<file path="src/rtl/evstack_pkg.sv">
package evstack_pkg;

    typedef enum logic [2:0] {
        OP_PUSH = 3'd0,
        OP_POP  = 3'd1,
        OP_ADD  = 3'd2,
        OP_SUB  = 3'd3,
        OP_MUL  = 3'd4,
        OP_DIV  = 3'd5,
        OP_RSV6 = 3'd6,
        OP_RSV7 = 3'd7
    } op_e;

    typedef enum logic [2:0] {
        ST_IDLE  = 3'd0,
        ST_SPILL = 3'd1,
        ST_RD    = 3'd2,
        ST_RDW   = 3'd3,
        ST_EXEC  = 3'd4
    } ust_e;

endpackage

</file>
<file path="src/rtl/evstack_alu.sv">
module evstack_alu
    import evstack_pkg::*;
#(
    parameter int DATA_W = 32
) (
    input  op_e               op,
    input  logic [DATA_W-1:0] lhs,
    input  logic [DATA_W-1:0] rhs,
    output logic [DATA_W-1:0] res,
    output logic              div0
);
    localparam logic [DATA_W-1:0] ALL_ONES = '1;

    always_comb begin
        res  = '0;
        div0 = 1'b0;
        case (op)
            OP_ADD: res = lhs + rhs;
            OP_SUB: res = lhs - rhs;
            OP_MUL: res = lhs * rhs;
            OP_DIV: begin
                if (rhs == '0) begin
                    res  = ALL_ONES;
                    div0 = 1'b1;
                end else if (rhs == ALL_ONES) begin
                    // divisor -1: negate, wrapping for the most negative value
                    res = '0 - lhs;
                end else begin
                    res = $signed(lhs) / $signed(rhs);
                end
            end
            default: res = '0;
        endcase
    end
endmodule

</file>
<file path="src/rtl/evstack_plan.sv">
module evstack_plan
    import evstack_pkg::*;
#(
    parameter int REG_N   = 4,
    parameter int CAP     = 20,
    parameter int RC_W    = 3,
    parameter int MC_W    = 5,
    parameter int DEPTH_W = 5
) (
    input  op_e                op,
    input  logic [RC_W-1:0]    rc,
    input  logic [MC_W-1:0]    mc,
    input  logic [DEPTH_W-1:0] depth,
    output logic               need_spill,
    output logic               need_refill,
    output logic               underflow,
    output logic               overflow
);
    logic few_cached;
    assign few_cached = (int'(rc) < 2);

    always_comb begin
        need_spill  = 1'b0;
        need_refill = 1'b0;
        underflow   = 1'b0;
        overflow    = 1'b0;
        case (op)
            OP_PUSH: begin
                overflow   = (int'(depth) == CAP);
                need_spill = !overflow && (int'(rc) == REG_N);
            end
            OP_POP: begin
                underflow   = (depth == '0);
                need_refill = !underflow && few_cached && (mc != '0);
            end
            OP_ADD, OP_SUB, OP_MUL, OP_DIV: begin
                underflow   = (int'(depth) < 2);
                need_refill = !underflow && few_cached;
            end
            default: ;
        endcase
    end
endmodule

</file>
<file path="src/rtl/evstack_unit.sv">
module evstack_unit
    import evstack_pkg::*;
#(
    parameter int DATA_W  = 32,
    parameter int REG_N   = 4,
    parameter int MEM_AW  = 4,
    localparam int CAP     = REG_N + (1 << MEM_AW),
    localparam int DEPTH_W = $clog2(CAP + 1)
) (
    input  logic               clk,
    input  logic               rst_n,
    input  logic               cmd_valid,
    output logic               cmd_ready,
    input  logic [2:0]         cmd_op,
    input  logic [DATA_W-1:0]  cmd_imm,
    output logic [DATA_W-1:0]  tos_data,
    output logic               tos_valid,
    output logic [DEPTH_W-1:0] depth,
    output logic               err_underflow,
    output logic               err_overflow,
    output logic               err_div0,
    output logic               mem_req,
    output logic               mem_we,
    output logic [MEM_AW-1:0]  mem_addr,
    output logic [DATA_W-1:0]  mem_wdata,
    input  logic [DATA_W-1:0]  mem_rdata
);
    localparam int RC_W = $clog2(REG_N + 1);
    localparam int MC_W = MEM_AW + 1;

    typedef struct packed {
        ust_e                           st;
        logic [REG_N-1:0][DATA_W-1:0]   win;
        logic [RC_W-1:0]                rc;
        logic [MC_W-1:0]                mc;
        op_e                            pop;
        logic [DATA_W-1:0]              pimm;
        logic                           e_uf;
        logic                           e_of;
        logic                           e_dz;
    } regs_t;

    regs_t q, d;

    op_e               op_sel;
    logic [DATA_W-1:0] imm_sel;
    logic [DATA_W-1:0] alu_res;
    logic              alu_dz;
    logic              p_spill, p_refill, p_uf, p_of;
    logic              do_exec;
    logic [MC_W-1:0]   mc_dec;

    assign op_sel  = (q.st == ST_EXEC) ? q.pop  : op_e'(cmd_op);
    assign imm_sel = (q.st == ST_EXEC) ? q.pimm : cmd_imm;
    assign mc_dec  = q.mc - 1'b1;

    evstack_alu #(.DATA_W(DATA_W)) alu_i (
        .op   (op_sel),
        .lhs  (q.win[1]),
        .rhs  (q.win[0]),
        .res  (alu_res),
        .div0 (alu_dz)
    );

    evstack_plan #(
        .REG_N(REG_N), .CAP(CAP), .RC_W(RC_W), .MC_W(MC_W), .DEPTH_W(DEPTH_W)
    ) plan_i (
        .op          (op_e'(cmd_op)),
        .rc          (q.rc),
        .mc          (q.mc),
        .depth       (depth),
        .need_spill  (p_spill),
        .need_refill (p_refill),
        .underflow   (p_uf),
        .overflow    (p_of)
    );

    // next-state logic
    always_comb begin
        d       = q;
        d.e_uf  = 1'b0;
        d.e_of  = 1'b0;
        d.e_dz  = 1'b0;
        do_exec = 1'b0;

        case (q.st)
            ST_IDLE: begin
                if (cmd_valid) begin
                    if (p_uf) begin
                        d.e_uf = 1'b1;
                    end else if (p_of) begin
                        d.e_of = 1'b1;
                    end else if (p_spill || p_refill) begin
                        d.pop  = op_e'(cmd_op);
                        d.pimm = cmd_imm;
                        d.st   = p_spill ? ST_SPILL : ST_RD;
                    end else begin
                        do_exec = 1'b1;
                    end
                end
            end
            ST_SPILL: begin
                d.rc = q.rc - 1'b1;
                d.mc = q.mc + 1'b1;
                d.st = ST_EXEC;
            end
            ST_RD: begin
                d.st = ST_RDW;
            end
            ST_RDW: begin
                for (int i = 0; i < REG_N; i++) begin
                    if (RC_W'(i) == q.rc) d.win[i] = mem_rdata;
                end
                d.rc = q.rc + 1'b1;
                d.mc = mc_dec;
                d.st = ((int'(q.rc) + 1 < 2) && (q.mc > MC_W'(1))) ? ST_RD : ST_EXEC;
            end
            ST_EXEC: begin
                do_exec = 1'b1;
                d.st    = ST_IDLE;
            end
            default: d.st = ST_IDLE;
        endcase

        if (do_exec) begin
            case (op_sel)
                OP_PUSH: begin
                    for (int i = REG_N - 1; i > 0; i--) d.win[i] = q.win[i-1];
                    d.win[0] = imm_sel;
                    d.rc     = q.rc + 1'b1;
                end
                OP_POP: begin
                    for (int i = 0; i < REG_N - 1; i++) d.win[i] = q.win[i+1];
                    d.win[REG_N-1] = '0;
                    d.rc           = q.rc - 1'b1;
                end
                OP_ADD, OP_SUB, OP_MUL, OP_DIV: begin
                    d.win[0] = alu_res;
                    for (int i = 1; i < REG_N - 1; i++) d.win[i] = q.win[i+1];
                    d.win[REG_N-1] = '0;
                    d.rc           = q.rc - 1'b1;
                    d.e_dz         = alu_dz;
                end
                default: ;
            endcase
        end
    end

    always_ff @(posedge clk) begin
        if (!rst_n) q <= '0;
        else        q <= d;
    end

    assign cmd_ready     = (q.st == ST_IDLE);
    assign tos_data      = q.win[0];
    assign depth         = DEPTH_W'(q.rc) + DEPTH_W'(q.mc);
    assign tos_valid     = (depth != '0);
    assign err_underflow = q.e_uf;
    assign err_overflow  = q.e_of;
    assign err_div0      = q.e_dz;
    assign mem_req       = (q.st == ST_SPILL) || (q.st == ST_RD);
    assign mem_we        = (q.st == ST_SPILL);
    assign mem_addr      = (q.st == ST_SPILL) ? q.mc[MEM_AW-1:0] : mc_dec[MEM_AW-1:0];
    assign mem_wdata     = q.win[REG_N-1];
endmodule

</file>
<file path="config.mk">
export PLATFORM = sky130hd
export DESIGN_NAME = evstack_unit
export DESIGN_NICKNAME = d
export VERILOG_FILES = /design/src/rtl/evstack_pkg.sv /design/src/rtl/evstack_alu.sv /design/src/rtl/evstack_plan.sv /design/src/rtl/evstack_unit.sv
export SDC_FILE = /design/constraint.sdc
export NUM_CORES = 2
export LEC_CHECK = 0
export ABC_AREA = 1
export BUFFER_PORTS_ARGS = -buffer_cell sky130_fd_sc_hd__buf_2
export CAP_MARGIN = 20
export CORE_UTILIZATION = 35
export CTS_CLUSTER_DIAMETER = 80
export DETAILED_ROUTE_END_ITERATION = 16
export PLACE_DENSITY = 0.57
export SLEW_MARGIN = 25
export SYNTH_ARGS = -nofsm -noshare
export SYNTH_HDL_FRONTEND = slang
export SYNTH_HIERARCHICAL = 1
export SYNTH_SLANG_ARGS = --single-unit
</file>
<file path="constraint.sdc">
create_clock -name clk -period 119.1 [get_ports clk]
set_clock_uncertainty 0.2 [all_clocks]
set_input_delay 5.955 -clock clk [delete_from_list [all_inputs] [get_ports clk]]
set_output_delay 5.955 -clock clk [all_outputs]
set_load 0.05 [all_outputs]
</file>
### Word-level counts from Yosys, hierarchy flattened

Index checks and enable logic that the tools add are counted.

* register bits: 177
* bits of input ports: 70
* output and inout bits: 80
* logic and storage cells: 115

* $add $sub $neg: 9
* multipliers: 1
* divide/modulo/power cells: 1
* order comparisons: 4
* eq/ne operators: 24
* mux-type cells: 33
* bitwise gates (word level): 5
* reduce and logical (&&, ||, !) cells: 26

Operators by type and width (count)
* 131-bit one-hot mux with 3 select lines: 1
* 32-bit two-way mux: 7
* 131-bit two-way mux: 1
* 128-bit two-way mux: 1
* 32-bit one-hot mux with 4 select lines: 1
* 32-bit adder: 1
* 32-bit by 32-bit divider with 32-bit output: 1
* 32-bit == test, second input constant: 1
* 32-bit zero test: 1
* 32-bit by 32-bit multiplier with 32-bit output: 1
* 1-bit by 32-bit subtractor with 32-bit output, first input constant: 1
* 32-bit subtractor: 1
* 3-bit by 2-bit == test with 1-bit output, second input constant: 6
* 3-bit == test, second input constant: 6
* 3-bit two-way mux: 6
* 8-bit one-hot mux with 2 select lines: 1
* 3-bit zero test: 4
* 3-bit one-hot mux with 4 select lines: 1
* 4-bit OR reduction: 3
* 5-bit nonzero test: 2
* 3-bit by 1-bit == test with 1-bit output, second input constant: 3
* 1-bit two-way mux: 9
* 4-bit AND reduction: 2
* 2-bit by 3-bit == test with 1-bit output, first input constant: 2
* other kinds (25): 40

### Logic depth before layout (Yosys ltp)

* word-level depth: 13
* gate-level depth with buffers: 683

### Modules after synthesis

Netlist, hierarchy kept.

Modules (own cells, without submodules)
* evstack_alu: instances 1, cells each 8334, area each 50554.7 sq um
* evstack_unit: instances 1, cells each 1627, area each 10234.8 sq um
* evstack_plan: instances 1, cells each 30, area each 136.4 sq um

### Least setup slack after synthesis

OpenSTA, ideal clock, no wires.

* path type: register -> register
* start: reg q, in the netlist tos_data[0]
* end: reg q, in the netlist tos_data[26]
* data arrival time: 76.039 ns
* setup slack: 42.744 ns
* stages on the path, launching flop included: 660
* path buffers: 16
* clock period less this slack: 76.356 ns
* cell sequence: dfxtp_1 -> inv_2 -> ha_1 -> nand2_1 -> nor2_1 -> nand2_1 -> nand2_1 -> nand2_1 -> o21ai_1 -> nand3_1 -> nor2_1 -> nand3_1 -> nor2_1 -> nand4_1 -> inv_1 -> nand2_1 -> nand3_1 -> nand2_1 -> [... 624 more ...] -> nor2_1 -> nand2_1 -> inv_2 -> nand2_1 -> nor2_2 -> inv_2 -> nor3_2 -> inv_1 -> nand2_1 -> nand2_1 -> o21ai_1 -> o211ai_1 -> nand2_1 -> nand3_1 -> nand2_1 -> nand3_1 -> a21oi_1 -> nor2_1

* longest elaborated chain between the ends: 6

Ends and longest elaborated chain
* start: declaration: line evstack_unit.sv:43 `regs_t q, d;`
* start signal: assignment: line evstack_unit.sv:150 `if (!rst_n) q <= '0;`
* start signal: assignment: line evstack_unit.sv:151 `else q <= d;`
* 32-bit by 32-bit divider with 32-bit output or 32-bit == test (tied branches): line evstack_alu.sv:29, evstack_alu.sv:25
* 32-bit two-way mux: line evstack_alu.sv:25 `end else if (rhs == ALL_ONES) begin`
* 32-bit two-way mux: line evstack_alu.sv:22 `if (rhs == '0) begin`
* 32-bit one-hot mux with 4 select lines *: line evstack_alu.sv:17 `case (op)`
* named net alu_res[26]: line evstack_unit.sv:47 `logic [DATA_W-1:0] alu_res;`
* 131-bit one-hot mux with 3 select lines *: line evstack_unit.sv:126 `case (op_sel)`
* 131-bit two-way mux *: line evstack_unit.sv:125 `if (do_exec) begin`

Mark *: on every way through the listed nets, which the timed path passes. The rest lies on a longest branch.
A chain may end at the register's enable or synchronous reset.

### Worst setup path in the final report

Same ends and word-level chain as after synthesis.

==> results.rst <==
.. list-table::
   :header-rows: 1

   * - Metric
     - Value
   * - Final layout net count
     - between 10000 and 15000
   * - Worst reg2reg path startpoint
     - tos_data[0]$_SDFF_PN0_
   * - Maximum clock path buffer count
     - 2
   * - Worst setup slack for register-to-register paths
     - around 22 ns
   * - First-pass GRT wire length
     - between 300000 and 400000 µm
   * - Post-Syn Area
     - around 61000 µm²
   * - Yosys cell types
     - between 70 and 80
   * - Net Count, Synth
     - 11200
   * - Part of the Yosys area used for sequential elements
     - 0.0582
   * - Placer Congestion
     - 1.03
   * - Worst-margin pin slew
     - about 1.1 ns
   * - Number of buffers added by the clock tree synthesis step
     - 17
   * - Number of vias after detailed routing
     - roughly 65000
   * - Routed WL per cell
     - 20.4 µm
   * - Arrival time of data at the critical path endpoint
     - 97.39 ns
   * - Hold-fix buffers, CTS
     - 0
   * - Cell depth of the worst min-delay path
     - 2
   * - Routed WL
     - about 250000 µm
   * - Maximum Capacitance Violations
     - 0
   * - Total gr overflow
     - 0
   * - Most frequent CP cell
     - sky130_fd_sc_hd__nand2_1
   * - Via count of the first global-routing pass
     - a little over 60000
   * - DRC violations left
     - 0
   * - Largest stage delay on the critical path
     - slightly above 0.7 ns
   * - Share of final-layout standard cells stronger than drive strength 1
     - 0.0683
   * - Hold violation total from the final report
     - 0
   * - Final HPWL from detailed placement
     - about 190000 µm
   * - FP Rows
     - between 150 and 200
   * - Setup TNS
     - 0 ns
   * - Met2 wire length
     - 113000 µm
   * - Top flip-flop cell by instance count after synthesis
     - sky130_fd_sc_hd__dfxtp_1
   * - Share of flip-flops with an asynchronous set or reset after synthesis
     - 0
   * - Ports
     - 150
   * - Multi-input combinational cell area
     - slightly below 50000 µm²
   * - Met3 routed wirelength
     - 17700 µm
   * - Final worst path period need
     - about 97 ns
   * - Area growth from synthesis to layout
     - 5.29%
   * - Number of buffers inserted to repair setup after CTS
     - 0
   * - Post-synthesis average cell area
     - roughly 6 µm²
   * - Clk_lat worst skew
     - a little over 0.5 ns
   * - CTS H-tree lvls
     - 4
   * - Max Clock Freq
     - 0.0103 GHz
   * - R2r endpoint
     - tos_data[26]$_SDFF_PN0_
   * - Utilization after layout
     - 0.372
   * - 1st-pass router iterations
     - 8
   * - Category of the worst setup path launch point
     - flop
   * - CTS tree
     - yes
   * - Die width
     - about 420 µm
   * - Fillers
     - roughly 19000
   * - Worst setup path startpoint
     - tos_data[0]$_SDFF_PN0_
   * - Post-layout instance count excluding filler cells
     - about 12000
   * - Class of the tightest hold or removal check
     - reg -> reg
   * - Largest cells by area after synthesis
     - sky130_fd_sc_hd__nand2_1 (18%), sky130_fd_sc_hd__ha_1 (14%), sky130_fd_sc_hd__fa_1 (13%)
   * - Commonest cells in the netlist
     - sky130_fd_sc_hd__nand2_1 (2857), sky130_fd_sc_hd__inv_1 (1692), sky130_fd_sc_hd__ha_1 (702)
   * - Flip-flop and latch count after synthesis
     - 177
   * - Buffers on Ports
     - roughly 150
   * - Count of nets left with antenna violations after detail routing
     - 0
   * - Die boundary height
     - between 400 and 500 µm
   * - Setup CP Type
     - reg -> reg
   * - Synth warnings
     - 6
   * - Post-synth EDFFs
     - 0
   * - Top fanout value on the critical path
     - 39
   * - Post-placement cell count
     - approximately 12000
   * - Cells after Synth
     - around 10000
   * - Routed vias/inst
     - ~5.3
   * - Placeable core area
     - 172000 µm²
   * - Die area
     - 176000 µm²
   * - Initial Util
     - 0.354
   * - Final Max Slew Viols
     - 0
   * - Total track usage
     - 0.278
   * - Post-Route Hold Slack
     - approximately 0.25 ns
   * - Cell with the biggest individual delay on the critical path
     - sky130_fd_sc_hd__o21ai_0
   * - Final-report setup violation count
     - 0
   * - Clock transition at the registers of the reported paths
     - roughly 0.09 ns
   * - Hold path startpoint
     - q[5]$_SDFFE_PN0P_
   * - Most frequent cell after synthesis
     - sky130_fd_sc_hd__nand2_1
   * - Register-to-Register Path Depth
     - roughly 650
   * - Maximum number of pins on one net before global-route repair
     - 71
   * - Endpoint with the worst hold slack
     - q[5]$_SDFFE_PN0P_
   * - Crit path required time
     - between 100 and 150 ns
   * - Top-area cell type share of the netlist area
     - 0.176
   * - DRC marker count from the first detailed-route iteration
     - between 5000 and 6000
   * - Post-CTS Resized
     - 0
   * - Status
     - completed
   * - Relative slew slack
     - 0.257
   * - Detailed-routing wirelength on met1
     - ~110000 µm
   * - Unrepaired setup endpoints after global routing
     - false
   * - Total clock sinks
     - around 180
   * - Clk Tree Root Cell
     - sky130_fd_sc_hd__clkbuf_16
   * - Highest routed metal layer
     - met5
   * - Register Area
     - ~3600 µm²
   * - Number of antenna violations at the first check in global routing
     - 6
   * - Dominant cell type by area after synthesis
     - sky130_fd_sc_hd__nand2_1
   * - Final Cycle Share
     - 0.816
   * - CP endpoint kind
     - flop
per-layer routing:
| layer | up-vias | track usage |
|---|---|---|
| li1 | 31300 | - |
| met1 | 30600 | 0.364 |
| met2 | 2533 | 0.457 |
| met3 | 476 | 0.0327 |
| met4 | 4 | 0.121 |
| met5 | - | 0 |
final cells by class:
type / instances / area share
clock buffer: 17 / 0.00663
timing repair buffer: 283 / 0.0273
antenna: 3 / 0.000117
sequential: 177 / 0.0555
multi-input combinational: 7632 / 0.760
inverter: 1756 / 0.103
clock inverter: 15 / 0.00295
tap: 2310 / 0.0451
worst max path at each step:
stage                                          to  slack (ns)  cells past startpoint
after floorplan           tos_data[26]$_SDFF_PN0_       42.74                    659
after global placement    tos_data[26]$_SDFF_PN0_       25.09                    638
after detailed placement  tos_data[26]$_SDFF_PN0_       22.89                    645
final                     tos_data[26]$_SDFF_PN0_       21.91                    648
after global routing      tos_data[26]$_SDFF_PN0_       10.33                    652
after CTS                 tos_data[26]$_SDFF_PN0_       22.55                    645
cell families (layout without fill, tap and decap cells):
group | Yosys count | in the layout | share of synthesized area
simple gates | 4438 | 4438 | 0.307
buf+inv | 2182 | 2071 | 0.143
compound gates | 1667 | 1667 | 0.153
fa+ha+maj | 1112 | 1112 | 0.279
xor+xnor | 406 | 406 | 0.0584
flops | 177 | 177 | 0.0582
mux | 9 | 9 | 0.00148
other cells | 0 | 3 | 0
sequential cells by signal, indices dropped and copies added, names as in the netlist:
| name | flops |
|---|---|
| mem_wdata | 32 |
| err_overflow | 1 |
| q | 110 |
| err_div0 | 1 |
| tos_data | 32 |
| err_underflow | 1 |
placed cells by master, fill, tap and decap left out, drive strengths merged, types with 12 or more instances in the layout:
cell type  count
a211oi        18
a21boi        13
a21o          16
a21oi        720
a221oi        13
a31oi         37
and2          14
buf          282
clkbuf        18
clkinv        18
dfxtp        177
fa           410
ha           702
inv         1752
nand2       2908
nand3        495
nand3b        12
nand4        106
nor2         667
nor3          93
nor4          42
o211ai        20
o21a          19
o21ai        679
o21bai        57
o221ai        21
o31ai         17
or2           95
xnor2        154
xor2         252
per-stage QoR:
stage	setup WS (ns)	area, µm²
after floorplan	42.74	60900
after global placement	25.09	63500
after detailed placement	22.89	63500
after CTS	22.55	64100
after global routing	10.33	64100
final	21.91	64100
critical path, delay by kind of cell (launching register included):
kind / cells / cell delay, ns
flip-flops: 1 / 0.33
AO/OA/AOI/OAI: 191 / 36.08
AND/OR/NAND/NOR: 326 / 35.71
adder cells (fa/ha/maj): 33 / 10.73
buffers and inverters: 98 / 13.89
Power is left out: the tool's default activity adds up to more than one toggle a clock period on the data nets, which glitch-free logic cannot reach.
